==> src/rtl/sample_interleaver_pkg.sv <==
package sample_interleaver_pkg;
    localparam int DATA_W   = 16;
    localparam int LOG_MAXR = 2;              // up to 4 sub-samples per word
    localparam int SLOT_W   = LOG_MAXR;
    localparam int NVAR     = LOG_MAXR + 1;   // ratios 1, 2, 4

    typedef enum logic [1:0] {
        MODE_X1    = 2'b00,
        MODE_X2    = 2'b01,
        MODE_X4    = 2'b10,
        MODE_SPARE = 2'b11
    } mode_e;

    typedef struct packed {
        logic [SLOT_W-1:0] cnt;
        logic [DATA_W-1:0] acc;
        logic [DATA_W-1:0] word;
        logic              vld;
        logic [1:0]        mode;
    } state_t;
endpackage

==> src/rtl/ilv_mode_dec.sv <==
module ilv_mode_dec
    import sample_interleaver_pkg::*;
#(
    parameter int SW = SLOT_W
) (
    input  logic [1:0]    mode,
    output logic [1:0]    ratio_log,
    output logic [SW-1:0] last_slot
);
    always_comb begin
        unique case (mode)
            MODE_X2: ratio_log = 2'd1;
            MODE_X4: ratio_log = 2'd2;
            default: ratio_log = 2'd0;
        endcase
        last_slot = SW'((1 << ratio_log) - 1);
    end
endmodule

==> src/rtl/ilv_place.sv <==
module ilv_place
    import sample_interleaver_pkg::*;
#(
    parameter int W  = DATA_W,
    parameter int SW = SLOT_W,
    parameter int NV = NVAR
) (
    input  logic [W-1:0]  samp,
    input  logic [SW-1:0] slot,
    input  logic [1:0]    ratio_log,
    output logic [W-1:0]  bits,
    output logic [W-1:0]  mask
);
    logic [W-1:0] vb [NV];
    logic [W-1:0] vm [NV];

    for (genvar g = 0; g < NV; g++) begin : g_var
        localparam int R  = 1 << g;
        localparam int CH = W / R;
        logic [W-1:0] b_v, m_v;
        always_comb begin
            b_v = '0;
            m_v = '0;
            for (int c = 0; c < CH; c++) begin
                b_v[c*R + (int'(slot) % R)] = samp[c];
                m_v[c*R + (int'(slot) % R)] = 1'b1;
            end
        end
        assign vb[g] = b_v;
        assign vm[g] = m_v;
    end

    always_comb begin
        bits = vb[0];
        mask = vm[0];
        for (int g = 1; g < NV; g++) begin
            if (int'(ratio_log) == g) begin
                bits = vb[g];
                mask = vm[g];
            end
        end
    end
endmodule

==> src/rtl/sample_interleaver.sv <==
module sample_interleaver
    import sample_interleaver_pkg::*;
(
    input  logic              clk,
    input  logic              rst_n,
    input  logic [1:0]        mode_i,
    input  logic [DATA_W-1:0] samp_i,
    input  logic              samp_vld_i,
    output logic [DATA_W-1:0] word_o,
    output logic              word_vld_o
);
    state_t            st_q, st_d;
    logic [1:0]        ratio_log;
    logic [SLOT_W-1:0] last_slot;
    logic [SLOT_W-1:0] slot;
    logic              restart;
    logic [DATA_W-1:0] bits, mask, base, merged;

    ilv_mode_dec #(.SW(SLOT_W)) u_dec (
        .mode      (mode_i),
        .ratio_log (ratio_log),
        .last_slot (last_slot)
    );

    ilv_place #(.W(DATA_W), .SW(SLOT_W), .NV(NVAR)) u_place (
        .samp      (samp_i),
        .slot      (slot),
        .ratio_log (ratio_log),
        .bits      (bits),
        .mask      (mask)
    );

    assign restart = (mode_i != st_q.mode);
    assign slot    = restart ? '0 : st_q.cnt;
    assign base    = (slot == '0) ? '0 : st_q.acc;
    assign merged  = (base & ~mask) | bits;

    always_comb begin
        st_d      = st_q;
        st_d.vld  = 1'b0;
        st_d.mode = mode_i;
        if (restart) begin
            st_d.cnt = '0;
            st_d.acc = '0;
        end
        if (samp_vld_i) begin
            st_d.acc = merged;
            if (slot == last_slot) begin
                st_d.cnt  = '0;
                st_d.word = merged;
                st_d.vld  = 1'b1;
            end else begin
                st_d.cnt = slot + 1'b1;
            end
        end
    end

    always_ff @(posedge clk) begin
        if (!rst_n) begin
            st_q <= '{cnt: '0, acc: '0, word: '0, vld: 1'b0, mode: MODE_X1};
        end else begin
            st_q <= st_d;
        end
    end

    assign word_o     = st_q.word;
    assign word_vld_o = st_q.vld;
endmodule

==> config.mk <==
export PLATFORM = sky130hd
export DESIGN_NAME = sample_interleaver
export DESIGN_NICKNAME = d
export VERILOG_FILES = /design/src/rtl/sample_interleaver_pkg.sv /design/src/rtl/ilv_mode_dec.sv /design/src/rtl/ilv_place.sv /design/src/rtl/sample_interleaver.sv
export SDC_FILE = /design/constraint.sdc
export NUM_CORES = 1
export LEC_CHECK = 0
export BUFFER_PORTS_ARGS = -buffer_cell sky130_fd_sc_hd__clkbuf_2
export CAP_MARGIN = 25
export CORE_AREA = 2 2 68 70
export CTS_CLUSTER_DIAMETER = 50
export DETAILED_ROUTE_END_ITERATION = 6
export DIE_AREA = 0 0 70 72
export HOLD_SLACK_MARGIN = 0.15
export PLACE_DENSITY = 0.71
export SYNTH_ARGS = -nofsm -noshare
export SYNTH_HDL_FRONTEND = slang
export SYNTH_SLANG_ARGS = --single-unit
==> constraint.sdc <==
create_clock -name clk -period 1.9 [get_ports clk]
set_input_delay 0.095 -clock clk [delete_from_list [all_inputs] [get_ports clk]]
set_output_delay 0.095 -clock clk [all_outputs]
set_load 0.01 [all_outputs]
* Yosys cells after proc, flatten, opt, wreduce, memory -nomap -nowiden
Cells that the tools add are included.
** Word-level totals
- Bits in registers :: 37
- Input bits :: 21
- Output and inout bits :: 17
- Logic and storage cells :: 124
** Operators by class
- Add/sub/neg operators :: 12
- Order comparisons :: 24
- Eq/ne operators :: 6
- Shifts and indexed selects :: 1
- Mux-type cells :: 45
- Bitwise logic cells :: 15
- Reduce and logical (&&, ||, !) cells :: 16
** Operators by type and width (count)
- $ge 32x1->1 const B :: 10
- $lt 32x6->1 const B :: 10
- $bwmux 16 :: 10
- $or 16x16->16 :: 9
- $mux 16 :: 5
- $demux 1 s4 :: 10
- $mux 35 :: 1
- $add 4x1->5 const A :: 4
- $mux 18 :: 1
- $mux 17 :: 1
- $and 16x16->16 :: 1
- $and 16x2->16 :: 1
- $and 16x4->16 :: 1
- $not 16->16 :: 1
- $or 2x16->16 :: 1
- $or 4x16->16 :: 1
- $logic_and 1x1->1 :: 12
- $mux 1 :: 12
- $add 4x2->5 const A :: 2
- $add 3x1->4 const A :: 2
- $eq 2x2->1 const B :: 3
- $lt 1x5->1 const B :: 1
- $lt 2x5->1 const B :: 1
- $add 3x2->4 const A :: 1
- 16 further kinds :: 18

* Longest topological paths before layout
Gate-level depths: netlist of the first run.
- Depth after elaboration :: 21
- Mapped depth :: 8
- Mapped depth without buffers :: 7

* Cells and area by module
A second synthesis of the first run with hierarchy kept.
** Unflattened totals
- Cell total of the unflattened synthesis :: 277
- Area total of the unflattened synthesis :: 2383.5 sq um
** Modules (own cells, without submodules)
- sample_interleaver :: times used 1, cells each 191, area an instance 1749.2 sq um, sequential area each 740.7 sq um
- ilv_place :: times used 1, cells each 80, area an instance 590.6 sq um, sequential area each 0.0 sq um
- ilv_mode_dec :: times used 1, cells each 6, area an instance 43.8 sq um, sequential area each 0.0 sq um

* Worst setup path before layout of the first run
OpenSTA, ideal clock, no wires.
- Path kind :: reg2reg
- Start :: register st_q[0] in the netlist's numbering
- End :: register st_q, in the netlist word_o[12]
- Setup time :: 117 ps
- Arrival :: 1413 ps
- Data required time :: 1783 ps
- Setup slack :: 370 ps
- Stages on the path, launching flop included :: 6
- Path buffers :: 0
- Clock period less this slack :: 1530 ps
- Cells stage by stage :: dfxtp_1 -> xor2_1 -> or3_1 -> a221oi_1 -> a21boi_0 -> o2bb2ai_1
** On the way
- Longest elaborated chain between the ends :: 19
- Elaborated cells between the ends (all ways) :: 93
- Those cells by class :: add/sub: 10; order compare: 20; eq/ne: 2; mux: 36; bitwise: 13; reduce/logical: 12
** Ends and longest elaborated chain
- start, declared :: line sample_interleaver.sv:12 : state_t st_q, st_d;
- start signal, assigned :: line sample_interleaver.sv:60 : st_q <= '{cnt: '0, acc: '0, word: '0, vld: 1'b0, mode: MODE_X1};
- start signal, assigned :: line sample_interleaver.sv:62 : st_q <= st_d;
- $ne 2x2->1 (*) :: line sample_interleaver.sv:33 : assign restart = (mode_i != st_q.mode);
- $mux 2 (*) :: line sample_interleaver.sv:34 : assign slot = restart ? '0 : st_q.cnt;
- $add 2x1->3 :: line ilv_place.sv:25, ilv_place.sv:26
- $ge 32x1->1 (implied by the code) or $lt 32x6->1 (tied branches) :: line ilv_place.sv:25, ilv_place.sv:26
- $logic_and 1x1->1 (implied by the code) :: line ilv_place.sv:25, ilv_place.sv:26
- $mux 1 (implied by the code) :: line ilv_place.sv:25, ilv_place.sv:26
- $demux 1 s4
- $or 2x16->16 (no source line)
- $or 16x16->16 (no source line) (6 in series)
- $mux 16 (2 in series) :: line ilv_place.sv:37 : if (int'(ratio_log) == g) begin
- $not 16->16 :: line sample_interleaver.sv:36 : assign merged = (base & ~mask) | bits;
- $and 16x16->16 :: line sample_interleaver.sv:36
- $or 16x16->16 :: line sample_interleaver.sv:36
Mark *: on every way between the ends. The rest lies on a longest branch, timed or not.
A chain may end at the register's enable or synchronous reset.

* Worst setup path after layout of the first run
- Start :: register st_q[0] in the netlist's numbering
- End :: register st_q, in the netlist word_o[11]
The elaborated chain is that of the path after synthesis.

==> results_dict.tcl, run 1 <==
set metrics [dict create \
    dr.pass1.iters 4 \
    p_per_area_nw_per_um2 714 \
    synth-compound-area-share_pct 29.9 \
    overflow 0 \
    initial_utilization_pct 49.0 \
    total_power_mw 1.69 \
    clock_skew_ns 0.00699 \
    num_rows 24 \
    syn-num-nets 264 \
    path_class "flip-flop to flip-flop" \
    hold_path.class "input pin to flip-flop" \
    rsz0062_at_grt "no" \
    report.final.slew_viol_count 0 \
    drt_iter0_markers 178 \
    ios 38 \
    place_area_um2 2250 \
    path_max_fanout 9 \
    synth_cells 240 \
    antenna_found_initial 0 \
    layout_common_cells "37 x clkbuf_2, 36 x dfxtp_1, 24 x nand2_1" \
    route.detailed.drc 0 \
    io_buffers 37 \
    hold_violations 0 \
    slew-limit-headroom_pct 60.5 \
    synth.yosys.warnings 0 \
    ys_seq_elements 37 \
    cts-root-buf "clkbuf_8" \
    clkTransAtPathRegs_ns 0.07 \
    async_flop_share_pct 0 \
    fin_crit_ns 1.76 \
    die_area_um2 5040 \
    synth_top_family_by_area "compound AO/OA/AOI/OAI gates" \
    vias 1874 \
    drive_gt1_share_pct 27.4 \
    die_y_um 72 \
    critPathRequiredTime_ns 2.09 \
    finalSetupViolCount 0 \
    hpwlAfterDp_mm 3.79 \
    yosys.area_share.xor_xnor_pct 3.23 \
    wl_mm 5.08 \
    cpPeakStageDelay_ns 0.36 \
    stdcell_area_um2 2360 \
    muxShareOfSynthArea_pct 3.35 \
    synth_cell_types 44 \
    cts_tree "built" \
    seq_area_frac_synth_pct 35.4 \
    fin_nets 297 \
    worst_pin_slew_ns 0.587 \
    numCtsBuffers 5 \
    clock_sinks 37 \
    crit_path_end_kind "flip-flop" \
    die_w_um 70 \
    tns_ns 0 \
    cts_max_level 2 \
    via_per_inst 5.75 \
    antenna_left 0 \
    synthFlopType "dfxtp_1" \
    critical_path.slowest_cell "dfxtp_1" \
    grt_pass1_wl_mm 8.36 \
    path_cells "xor2_1, nor3_2, xnor2_2, a31oi_4, buf_4, a22o_2" \
    cp-start-kind "flip-flop" \
    cpLargestDelayFamily "XOR/XNOR gates" \
    fin_crit_sh_pct 92.6 \
    grtUsageTotal_pct 20.8 \
    gp_congestion 0.969 \
    outcome "finished, final reports clean" \
    coreArea_um2 4260 \
    synth-edff-count 0 \
    layout_commonest_cell "clkbuf_2" \
    vdd_drop_max_mv 0.316 \
    fillers 397 \
    grt_max_degree 18 \
    arrival_ns 1.95 \
    area_delta_synth_final_pct 13.1 \
    cap_violations 0 \
    cp.buffers_inverters 1 \
    synth_adder_area_share_pct 1.80 \
    antenna_cells 0 \
    avgSynthCellArea_um2 8.71 \
    clock_path_buffers 2 \
    synth_simple_gate_area_share_pct 15.0 \
    avgRoutedWirePerCell_um 15.6 \
    timing.fmax_mhz 568 \
    clk_latency_ns 0.29 \
    netlist_area_um2 2090 \
    grt_pass1_vias 1743 \
    leakage_nw 0.970 \
]
## flip-flops by register name (all words and copies together), names as in the netlist
register,cells
word_o,16
word_vld_o,1
st_q,20
## worst paths after layout
path / start / endpoint / slack (ns) / cells after the start
worst max register to register: st_q[0]$_SDFF_PN0_ / word_o[11]$_SDFFE_PN0P_ / 0.14 / 6
worst max-delay path: st_q[0]$_SDFF_PN0_ / word_o[11]$_SDFFE_PN0P_ / 0.14 / 6
worst min-delay path: samp_i[15] / st_q[34]$_SDFFE_PN0P_ / 0.18 / 4
worst min register to register: st_q[31]$_SDFFE_PN0P_ / st_q[31]$_SDFFE_PN0P_ / 0.46 / 2
## layer usage
metal	GRT usage [%]	routed length, um
met4	6.20	59
met1	27.7	2350
met2	34.7	2400
met5	0	0
met3	4.03	268
## synth_stat cells (all sizes together), types with 5 or more instances
cell type  number  area [um^2]
a21oi          18         90.1
mux2i           7         70.1
nand3           7         45.0
dfxtp          37          741
o2bb2ai        12          105
o21ai          16         80.1
o32ai           5         43.8
a22oi           8         60.1
a22o           13          119
inv             7         26.3
nor2           15         58.8
nand2          24         90.1
buf            26          195
## timing repair
item | CTS | global route
setup endpoints to repair | 0 | 7
hold buffers | 3 | 0
resized for setup | 0 | 1
endpoints found under the hold margin | 3 | 0
setup buffers | 0 | 0
## per-stage QoR
stage	setup WS, ns	util (%)	std cells	hold slack [ns]
after floorplan	0.370	-	240	0.213
after global placement	0.0974	52.8	315	0.367
after detailed placement	0.0748	52.8	315	0.375
after CTS	0.0412	55.4	326	0.179
after global routing	0.0394	55.4	326	0.225
final	0.141	55.4	326	0.183
## final cells by class
| cell class | count | area [um^2] | area share, % |
|---|---|---|---|
| Timing Repair Buffer | 56 | 335 | 14.2 |
| Inverter | 7 | 26.3 | 1.11 |
| Sequential cell | 37 | 742 | 31.4 |
| Clock inverter | 2 | 10.0 | 0.424 |
| Clock buffer | 6 | 72.6 | 3.07 |
| Tap cell | 52 | 65.1 | 2.75 |
| Multi-Input combinational cell | 166 | 1110 | 47.1 |
## worst register-to-register path, cell delays in order (launching register included)
cell,delay (ns)
dfxtp_1,0.36
xor2_1,0.35
nor3_2,0.11
xnor2_2,0.27
a31oi_4,0.12
buf_4,0.20
a22o_2,0.26
## power by group
part           switching, mW  internal [mW]
clock network          0.271          0.254
logic                  0.189          0.137
registers             0.0231          0.814
total                  0.484           1.20
## logic make-up after synthesis
| family | count (synthesis) |
|---|---|
| multiplexers | 7 |
| flip-flops | 37 |
| AO/OA/AOI/OAI | 87 |
| AND/OR/NAND/NOR | 63 |
| adder cells (fa/ha/maj) | 3 |
| buffers and inverters | 37 |
| XOR/XNOR | 6 |
Note: power is estimated with default switching activity, not from simulation.
==> inputs of run 2 (changes only) <==
--- a/config.mk
+++ b/config.mk
@@ -12,7 +12,8 @@
 export DETAILED_ROUTE_END_ITERATION = 6
 export DIE_AREA = 0 0 70 72
 export HOLD_SLACK_MARGIN = 0.15
-export PLACE_DENSITY = 0.71
+export PLACE_DENSITY = 0.74
+export SLEW_MARGIN = 20
 export SYNTH_ARGS = -nofsm -noshare
 export SYNTH_HDL_FRONTEND = slang
 export SYNTH_SLANG_ARGS = --single-unit
==> constraint.sdc (replaced) <==
create_clock -name clk -period 1.44 [get_ports clk]
set_input_delay 0.072 -clock clk [delete_from_list [all_inputs] [get_ports clk]]
set_output_delay 0.072 -clock clk [all_outputs]
set_load 0.01 [all_outputs]
==> results_dict.tcl, run 2 (synthesis gave the netlist of run 1 again) <==
set metrics [dict create \
    io_buffers 37 \
    grt_pass1_wl_mm 9.17 \
    pwr-share-clk_pct 31.9 \
    min_path_cells 4 \
    hold_path.class "input pin to flip-flop" \
    fin_hold_ws_ns 0.122 \
    hpwlAfterDp_mm 4.09 \
    via_per_inst 5.66 \
    antenna_found_initial 0 \
    clock_skew_ns 0.00390 \
    preCtsSetupSlack_ns -0.207 \
    cts_tree "built" \
    wl_mm 5.56 \
    timing.fmax_mhz 621 \
    crit_path_end_kind "flip-flop" \
    vias 1994 \
    finalSetupViolCount 23 \
    ios 38 \
    slew-limit-headroom_pct 78.1 \
    largest_reg_flops 20 \
    die_area_um2 5040 \
    worst_pin_slew_ns 0.327 \
    die_w_um 70 \
    violations "negative setup slack" \
    dr.pass1.iters 4 \
    path_max_fanout 5 \
    clk_latency_ns 0.29 \
    fin_nets 323 \
    grt_max_degree 17 \
    pwr-share-seq_pct 44.9 \
    critPathRequiredTime_ns 1.62 \
    outcome "complete, but fails checks" \
    path_depth 5 \
    overflow 0 \
    leakage_nw 1.16 \
    path_class "flip-flop to flip-flop" \
    reg2reg_depth 5 \
    total_power_mw 2.47 \
    cp.buffers_inverters 0 \
    wl_met2_mm 2.73 \
    layout_common_cells "39 x buf_4, 37 x clkbuf_2, 34 x dfxtp_1" \
    arrival_ns 1.80 \
    initial_utilization_pct 49.0 \
    power_switching_uw 696 \
    gp_congestion 0.994 \
    route.detailed.drc 0 \
    fin_crit_sh_pct 112 \
    grtUsageTotal_pct 22.9 \
    grt_pass1_vias 1912 \
    coreArea_um2 4260 \
    largest_register "st_q" \
    die_y_um 72 \
    num_rows 24 \
    postLayoutCoreUtil_pct 65.9 \
    drive_gt1_share_pct 42.7 \
    report.final.slew_viol_count 0 \
    antenna_cells 0 \
    avgRoutedWirePerCell_um 15.8 \
    clkTransAtPathRegs_ns 0.07 \
    cp-start-kind "flip-flop" \
    vdd_drop_max_mv 0.400 \
    wl_met1_mm 2.41 \
    critical_path.slowest_cell "or3_4" \
    drt_iter0_markers 124 \
    top_layer_used "met4" \
    internal_power_mw 1.77 \
    p_sw_share_pct 28.2 \
    clock_path_buffers 2 \
    rsz0062_at_grt "yes" \
    layout_commonest_cell "buf_4" \
    antenna_left 0 \
    cts-root-buf "clkbuf_8" \
    area_delta_synth_final_pct 34.5 \
    combPwrFrac_pct 23.3 \
    clock_sinks 37 \
    cpPeakStageDelay_ns 0.41 \
    cap_violations 0 \
    numCtsBuffers 5 \
    cts_max_level 2 \
    fin_crit_ns 1.61 \
    p_per_area_nw_per_um2 879 \
    finalWorstSetupSlack_ns -0.171 \
    path_cells "xor2_4, or3_4, a221oi_4, a21boi_2, o2bb2ai_1" \
    hold_violations 0 \
    cpLargestDelayFamily "compound AO/OA/AOI/OAI gates" \
    met3_length_um 282 \
]
[run 2: cell count changes in the layout (fill, tap and decap cells not counted), moves of 3 or more]
cell	previous run	this run
a21oi_1	18	15
buf_4	16	39
o32ai_2	0	4
o32ai_1	5	0
o21ai_0	16	9
o21ai_1	0	6
a21oi_2	0	3
[run 2: power groups by stage]
stage	sequential, mW	clock, mW	combinational (mW)
floorplan	1.12	0	0.327
global placement	1.13	0	0.489
detailed placement	1.13	0	0.498
CTS	1.11	0.802	0.540
global route	1.11	0.846	0.621
finish	1.11	0.787	0.575
[run 2: final cells by class]
| class | instances | area (um^2) |
|---|---|---|
| clock inverter | 1 | 5.00 |
| inverter | 7 | 26.3 |
| fill | 327 | 1450 |
| clock buffer | 7 | 96.3 |
| tap | 52 | 65.1 |
| multi-input combinational | 166 | 1320 |
| timing repair buffer | 82 | 549 |
| sequential | 37 | 747 |
[run 2: stage by stage]
| stage | cells | instance area, um^2 | TNS (ns) |
|---|---|---|---|
| 2_1_floorplan | 240 | 2160 | -0.185 |
| 3_3_place_gp | 338 | 2500 | -3.18 |
| 3_5_place_dp | 338 | 2500 | -4.16 |
| 4_1_cts | 350 | 2740 | -2.12 |
| 5_1_grt | 352 | 2810 | -4.91 |
| 6_report | 352 | 2810 | -2.47 |
[run 2: path summary, 6_finish.rpt]
check                              start                       to  slack (ns)
hold / removal                samp_i[15]  word_o[15]$_SDFFE_PN0P_        0.12
setup / recovery      st_q[1]$_SDFF_PN0_  word_o[12]$_SDFFE_PN0P_       -0.17
setup reg to reg      st_q[1]$_SDFF_PN0_  word_o[12]$_SDFFE_PN0P_       -0.17
hold reg to reg   word_o[4]$_SDFFE_PN0P_   word_o[4]$_SDFFE_PN0P_        0.46
[run 2: layer usage]
metal	global-route usage (%)	up-vias
li1	-	982
met1	29.6	929
met2	38.3	69
met3	3.47	14
met4	9.83	0
met5	0	-
[run 2: worst reg2reg max path, stage by stage (launching register included)]
cell	delay, ns
dfxtp_2	0.36
xor2_4	0.17
or3_4	0.41
a221oi_4	0.28
a21boi_2	0.22
o2bb2ai_1	0.07
[run 2: timing repair]
item,CTS,global route
hold buffers,4,0
gates cloned,0,0
gates resized for setup,17,15
setup buffers,1,2
endpoints found under the setup margin,32,33
pin swaps,3,1
hold endpoints to repair,3,0
